## src/rtl/tp_pkg.sv

```systemverilog
package tp_pkg;
  // Arbiter decision encoded by the top bit of an arbiter counter.
  typedef enum logic {
    PICK_LOCAL  = 1'b0,
    PICK_GLOBAL = 1'b1
  } pick_e;

  // Reset value of a counter that weakly leans not-taken.
  function automatic int weak_low(input int width);
    return (1 << (width - 1)) - 1;
  endfunction

  // Reset value of a counter that weakly leans toward its upper half.
  function automatic int weak_high(input int width);
    return 1 << (width - 1);
  endfunction
endpackage

```

## src/rtl/tp_ctr_table.sv

```systemverilog
module tp_ctr_table #(
  parameter int IDX_W   = 6,
  parameter int CNT_W   = 2,
  parameter int RST_VAL = 1
) (
  input  logic             clk,
  input  logic             rst,
  input  logic [IDX_W-1:0] rd_idx,
  output logic             rd_msb,
  input  logic             wr_en,
  input  logic [IDX_W-1:0] wr_idx,
  input  logic             wr_up
);
  localparam int DEPTH = 1 << IDX_W;
  localparam logic [CNT_W-1:0] CMAX  = '1;
  localparam logic [CNT_W-1:0] CMIN  = '0;
  localparam logic [CNT_W-1:0] CINIT = CNT_W'(RST_VAL);

  logic [CNT_W-1:0] mem [DEPTH];
  logic [CNT_W-1:0] cur, nxt;

  // Read-first: the read sees contents before this edge's write.
  assign rd_msb = mem[rd_idx][CNT_W-1];
  assign cur    = mem[wr_idx];

  always_comb begin
    nxt = cur;
    if (wr_up) begin
      if (cur != CMAX) nxt = cur + 1'b1;
    end else begin
      if (cur != CMIN) nxt = cur - 1'b1;
    end
  end

  always_ff @(posedge clk) begin
    if (rst) begin
      for (int i = 0; i < DEPTH; i++) mem[i] <= CINIT;
    end else if (wr_en) begin
      mem[wr_idx] <= nxt;
    end
  end
endmodule

```

## src/rtl/tp_hist_table.sv

```systemverilog
module tp_hist_table #(
  parameter int IDX_W  = 4,
  parameter int HIST_W = 5
) (
  input  logic              clk,
  input  logic              rst,
  input  logic [IDX_W-1:0]  rd_idx,
  output logic [HIST_W-1:0] rd_hist,
  input  logic              wr_en,
  input  logic [IDX_W-1:0]  wr_idx,
  input  logic              wr_bit
);
  localparam int DEPTH = 1 << IDX_W;

  logic [HIST_W-1:0] mem [DEPTH];
  logic [HIST_W-1:0] old_h;

  assign rd_hist = mem[rd_idx];
  assign old_h   = mem[wr_idx];

  always_ff @(posedge clk) begin
    if (rst) begin
      for (int i = 0; i < DEPTH; i++) mem[i] <= '0;
    end else if (wr_en) begin
      mem[wr_idx] <= {old_h[HIST_W-2:0], wr_bit};
    end
  end
endmodule

```

## src/rtl/tourney_predictor.sv

```systemverilog
module tourney_predictor
  import tp_pkg::*;
#(
  parameter int PC_W    = 32,
  parameter int PC_LSB  = 2,
  parameter int GHIST_W = 6,
  parameter int LSEL_W  = 4,
  parameter int LHIST_W = 5,
  parameter int GCTR_W  = 2,
  parameter int LCTR_W  = 3,
  parameter int CHCTR_W = 2
) (
  input  logic               clk,
  input  logic               rst,
  input  logic               fetch_valid,
  input  logic [PC_W-1:0]    fetch_pc,
  output logic               pred_valid,
  output logic               pred_taken,
  output logic               pred_gpred,
  output logic               pred_lpred,
  output logic [GHIST_W-1:0] pred_gidx,
  output logic [LHIST_W-1:0] pred_lidx,
  input  logic               res_valid,
  input  logic [PC_W-1:0]    res_pc,
  input  logic               res_taken,
  input  logic [GHIST_W-1:0] res_gidx,
  input  logic [LHIST_W-1:0] res_lidx,
  input  logic               res_gpred,
  input  logic               res_lpred
);
  localparam int GRST  = weak_low(GCTR_W);
  localparam int LRST  = weak_low(LCTR_W);
  localparam int CHRST = weak_high(CHCTR_W);

  logic [GHIST_W-1:0] ghist;
  logic [LSEL_W-1:0]  f_sel, r_sel;
  logic [LHIST_W-1:0] f_lhist;
  logic               g_guess, l_guess, ch_msb;
  logic               ch_upd, ch_up;
  pick_e              pick;
  logic               unused_pc_bits;

  assign f_sel = fetch_pc[PC_LSB +: LSEL_W];
  assign r_sel = res_pc[PC_LSB +: LSEL_W];
  assign unused_pc_bits = ^{fetch_pc, res_pc};

  // Global outcome register, advanced only by resolved branches.
  always_ff @(posedge clk) begin
    if (rst) ghist <= '0;
    else if (res_valid) ghist <= {ghist[GHIST_W-2:0], res_taken};
  end

  tp_ctr_table #(.IDX_W(GHIST_W), .CNT_W(GCTR_W), .RST_VAL(GRST)) u_gpht (
    .clk(clk), .rst(rst),
    .rd_idx(ghist), .rd_msb(g_guess),
    .wr_en(res_valid), .wr_idx(res_gidx), .wr_up(res_taken)
  );

  tp_hist_table #(.IDX_W(LSEL_W), .HIST_W(LHIST_W)) u_lht (
    .clk(clk), .rst(rst),
    .rd_idx(f_sel), .rd_hist(f_lhist),
    .wr_en(res_valid), .wr_idx(r_sel), .wr_bit(res_taken)
  );

  tp_ctr_table #(.IDX_W(LHIST_W), .CNT_W(LCTR_W), .RST_VAL(LRST)) u_lpht (
    .clk(clk), .rst(rst),
    .rd_idx(f_lhist), .rd_msb(l_guess),
    .wr_en(res_valid), .wr_idx(res_lidx), .wr_up(res_taken)
  );

  // Arbiter trains only when the components disagreed, toward the one that was right.
  assign ch_upd = res_valid && (res_gpred != res_lpred);
  assign ch_up  = (res_gpred == res_taken);

  tp_ctr_table #(.IDX_W(GHIST_W), .CNT_W(CHCTR_W), .RST_VAL(CHRST)) u_chooser (
    .clk(clk), .rst(rst),
    .rd_idx(ghist), .rd_msb(ch_msb),
    .wr_en(ch_upd), .wr_idx(res_gidx), .wr_up(ch_up)
  );

  assign pick = pick_e'(ch_msb);

  always_ff @(posedge clk) begin
    if (rst) begin
      pred_valid <= 1'b0;
      pred_taken <= 1'b0;
      pred_gpred <= 1'b0;
      pred_lpred <= 1'b0;
      pred_gidx  <= '0;
      pred_lidx  <= '0;
    end else begin
      pred_valid <= fetch_valid;
      if (fetch_valid) begin
        pred_taken <= (pick == PICK_GLOBAL) ? g_guess : l_guess;
        pred_gpred <= g_guess;
        pred_lpred <= l_guess;
        pred_gidx  <= ghist;
        pred_lidx  <= f_lhist;
      end
    end
  end
endmodule

```

## config.mk

```make
export PLATFORM = sky130hd
export DESIGN_NAME = tourney_predictor
export DESIGN_NICKNAME = d
export VERILOG_FILES = /design/src/rtl/tp_pkg.sv /design/src/rtl/tp_ctr_table.sv /design/src/rtl/tp_hist_table.sv /design/src/rtl/tourney_predictor.sv
export SDC_FILE = /design/constraint.sdc
export NUM_CORES = 1
export LEC_CHECK = 0
export ABC_AREA = 1
export BUFFER_PORTS_ARGS = -buffer_cell sky130_fd_sc_hd__buf_2
export CELL_PAD_IN_SITES_DETAIL_PLACEMENT = 1
export CELL_PAD_IN_SITES_GLOBAL_PLACEMENT = 2
export CORE_MARGIN = 5
export CORE_UTILIZATION = 25
export DETAILED_ROUTE_END_ITERATION = 7
export GPL_TIMING_DRIVEN = 0
export HOLD_SLACK_MARGIN = 0.08
export PLACE_DENSITY = 0.53
export RECOVER_POWER = 25
export REMOVE_ABC_BUFFERS = 1
export SYNTH_ARGS = -nofsm -noshare
export SYNTH_HDL_FRONTEND = slang
export SYNTH_SLANG_ARGS = --single-unit
```

## constraint.sdc

```tcl
create_clock -name clk -period 2.9 [get_ports clk]
set_clock_uncertainty 0.1 [all_clocks]
set_input_delay 0.145 -clock clk [delete_from_list [all_inputs] [get_ports clk]]
set_output_delay 0.145 -clock clk [all_outputs]
set_load 0.01 [all_outputs]
```

==> metrics.yaml <==
status:
  status: "complete, no violations"
final_layout:
  finalNetCount: 2821
  design_area_um2: 28800
  fill_cells: 10812
  layout-drive-gt1-share_pct: 11.6
  areaGrowthSynthToFinish_pct: 21.8
  finalNonFillerCells: 4040
sta:
  period_needed_ns: 2.89
  timing.fmax_mhz: 346
  grt_setup_unrepaired: "true"
  setup_violations: 0
  max_slew.worst_pin.slew_ns: 1.08
  slew_violations: 0
  period_share_pct: 99.6
  hold_ws_ns: 0.128
  worst_slew_margin_rel_pct: 28.0
  final_hold_viol_count: 0
critical_path:
  end_kind: "register"
  worstSetupPathType: "reg2reg"
  crit_required_ns: 3.18
  worstPathArrival_ns: 3.17
  startpoint_type: "register"
  path_max_fanout: 8
floorplanning:
  row_count: 112
  die_x_um: 318
  ios: 97
  start_util_pct: 25.3
  design.die.area_um2: 101000
  fp.dieH_um: 318
  core_um2: 93600
yosys:
  ys.flop_type: "edfxtp_1"
  synthArstFlopShare_pct: 0
  postSynthAreaPerCell_um2: 8.79
  ys_warn_count: 0
  synth_cells: 2692
  ys_types: 42
  synth-seq-cells: 459
  synth_most_common_cell: "nor2_1"
  synth_edf_count: 432
  synth_largest_area_cell: "edfxtp_1"
  synth_top_area_share_pct: 54.8
  ys_seq_area_share_pct: 57.1
  yosys-top-cells-count: "522 x nor2_1, 519 x nand2_1, 432 x edfxtp_1"
  syn_area_um2: 23700
  synth_area_leaders: "edfxtp_1 55%, nor2_1 8.3%, nand2_1 8.2%, nand3_1 5.3%, inv_1 4.8%"
cts:
  cts.sinks: 459
  clk_latency_ns: 0.64
  cts_buffers: 58
  clock_path_buffers: 3
  path_clk_slew_ns: 0.06
  htree_levels: 2
  clockRootBuffer: "clkbuf_16"
  cts_tree: "built"
power_and_ir_drop:
  p_leak_uw: 0.00980
  p_per_area_nw_per_um2: 630
  power.total_uw: 18200
  irDropWorstVdd_uv: 468
drt:
  drc: 0
  ant_nets: 0
  first_pass_iters: 5
  wirelength_um: 101000
  wl_per_cell_um: 25.1
  drt_first_iter_violations: 1283
  via_count: 20047
  avgViaCountPerCell: 4.96
global_routing:
  grt_pass1_vias: 21097
  grt_use_total_pct: 18.9
  antenna_found_initial: 2
  grtUsageMet2_pct: 32.9
  grt_pass1_wl_um: 143000
  use_met1_pct: 24.9
  grt_use_met3_pct: 2.15
  top_usage_layer: "met2"
  grt_overflow: 0
  grt_max_degree: 101
place:
  io_buffers: 40
  numPlacedInstances: 3847
  place_congestion: 0.750
  place.detailed.hpwl_um: 59300
  place_area_um2: 25200
flow_run:
  max_cap_violations: 0
worst_hold_path:
  hold_class: "in2reg"
## final timing paths
path | startpoint | end | slack, ns | depth (start not counted)
worst min-delay path | res_lidx[3] | u_lpht.mem[0][0]$_SDFFCE_PN1P_ | 0.13 | 5
worst max-delay path | u_lpht.mem[14][0]$_SDFFCE_PN1P_ | u_lpht.mem[28][0]$_SDFFCE_PN1P_ | 0.01 | 12
worst min register to register | pred_taken$_SDFFE_PP0P_ | pred_taken$_SDFFE_PP0P_ | 0.38 | 2
worst max register to register | u_lpht.mem[14][0]$_SDFFCE_PN1P_ | u_lpht.mem[28][0]$_SDFFCE_PN1P_ | 0.01 | 12
## power breakdown
part	internal [uW]	total, uW	switching [uW]
registers	7420	7530	115
logic	888	3010	2130
clock network	4590	7620	3030
## layer usage
| metal | vias to the layer above | routed length (um) |
|---|---|---|
| li1 | 9252 | - |
| met1 | 10194 | 45200 |
| met2 | 448 | 48800 |
| met3 | 153 | 4090 |
| met4 | 0 | 3040 |
| met5 | - | 0 |
## area by class of cell
| type | instances | area, um^2 | share of cell area [%] |
|---|---|---|---|
| sequential | 459 | 13500 | 46.9 |
| multi-input combinational | 1767 | 9020 | 31.3 |
| clock buffer | 78 | 1610 | 5.58 |
| tap | 1254 | 1570 | 5.44 |
| timing repair buffer | 125 | 1450 | 5.03 |
| inverter | 322 | 1270 | 4.42 |
| clock inverter | 32 | 379 | 1.31 |
| timing repair inverter | 2 | 12.5 | 0.0434 |
| antenna | 1 | 2.50 | 0.00868 |
## placed cells by master, fill, tap and decap left out, types with 6 or more instances in the layout
| cell type | instances |
|---|---|
| nor2_1 | 516 |
| nand2_1 | 510 |
| edfxtp_1 | 432 |
| inv_1 | 293 |
| nand3_1 | 222 |
| o21ai_0 | 114 |
| a22oi_1 | 78 |
| clkbuf_16 | 60 |
| a21oi_1 | 47 |
| o22ai_1 | 37 |
| nand3_2 | 34 |
| clkbuf_1 | 30 |
| buf_12 | 29 |
| nand4_1 | 26 |
| o211ai_1 | 25 |
| dfxtp_1 | 23 |
| buf_4 | 21 |
| buf_2 | 21 |
| dlygate4sd3_1 | 20 |
| nor3_1 | 17 |
| nand2_8 | 16 |
| a221oi_1 | 16 |
| o221ai_1 | 14 |
| clkinv_2 | 14 |
| a22oi_2 | 12 |
| a22o_1 | 10 |
| inv_2 | 9 |
| inv_4 | 8 |
| clkinv_1 | 8 |
| bufinv_16 | 8 |
| buf_16 | 8 |
| nand2_4 | 7 |
| or2_4 | 6 |
| clkinvlp_4 | 6 |
| clkbuf_8 | 6 |
## kinds of logic after synthesis
family          Yosys count  synth area share, %
flops                   459                 57.1
compound gates          383                 10.5
buf+inv                 480                 8.30
fa+ha+maj                 4                0.211
xor+xnor                  2               0.0740
simple gates           1364                 23.8
## stage by stage
| stage | setup TNS, ns | util (%) | worst slack, ns |
|---|---|---|---|
| 2_1_floorplan | -428.75 | - | -0.979 |
| 3_3_place_gp | -3468.02 | 26.4 | -5.77 |
| 3_5_place_dp | -388.52 | 27.0 | -2.06 |
| 4_1_cts | -1.14 | 30.1 | -0.106 |
| 5_1_grt | -1.69 | 30.8 | -0.0935 |
| 6_report | 0 | 30.8 | 0.0126 |
## timing repair
item / in CTS / in global routing
gates resized for setup: 76 / 58
gates cloned: 9 / 8
endpoints found under the hold margin: 33 / 0
hold buffers: 20 / 0
buffers inserted: 20 / 25
setup endpoints to repair: 328 / 311
pin swaps: 15 / 22
## flip-flops by register name (all words and copies together) (netlist names), named ones only
| signal | cells |
|---|---|
| pred_lidx | 5 |
| u_chooser.mem | 128 |
| pred_gpred | 1 |
| pred_valid | 1 |
| u_lht.mem | 80 |
| ghist | 6 |
| pred_taken | 1 |
| u_lpht.mem | 96 |
| pred_lpred | 1 |
| u_gpht.mem | 128 |
| pred_gidx | 6 |
## critical path, cell delays in order (launching register included)
cell and delay (ns):
edfxtp_1 0.39, a22oi_2 0.21, a21oi_2 0.11, or2_4 0.25
nor4_4 0.25, buf_4 0.19, ha_4 0.15, ha_4 0.14
inv_4 0.05, o21ai_4 0.33, or2_4 0.25, buf_12 0.14
nand3_1 0.07
No activity file was read; power rests on OpenSTA's default activity.
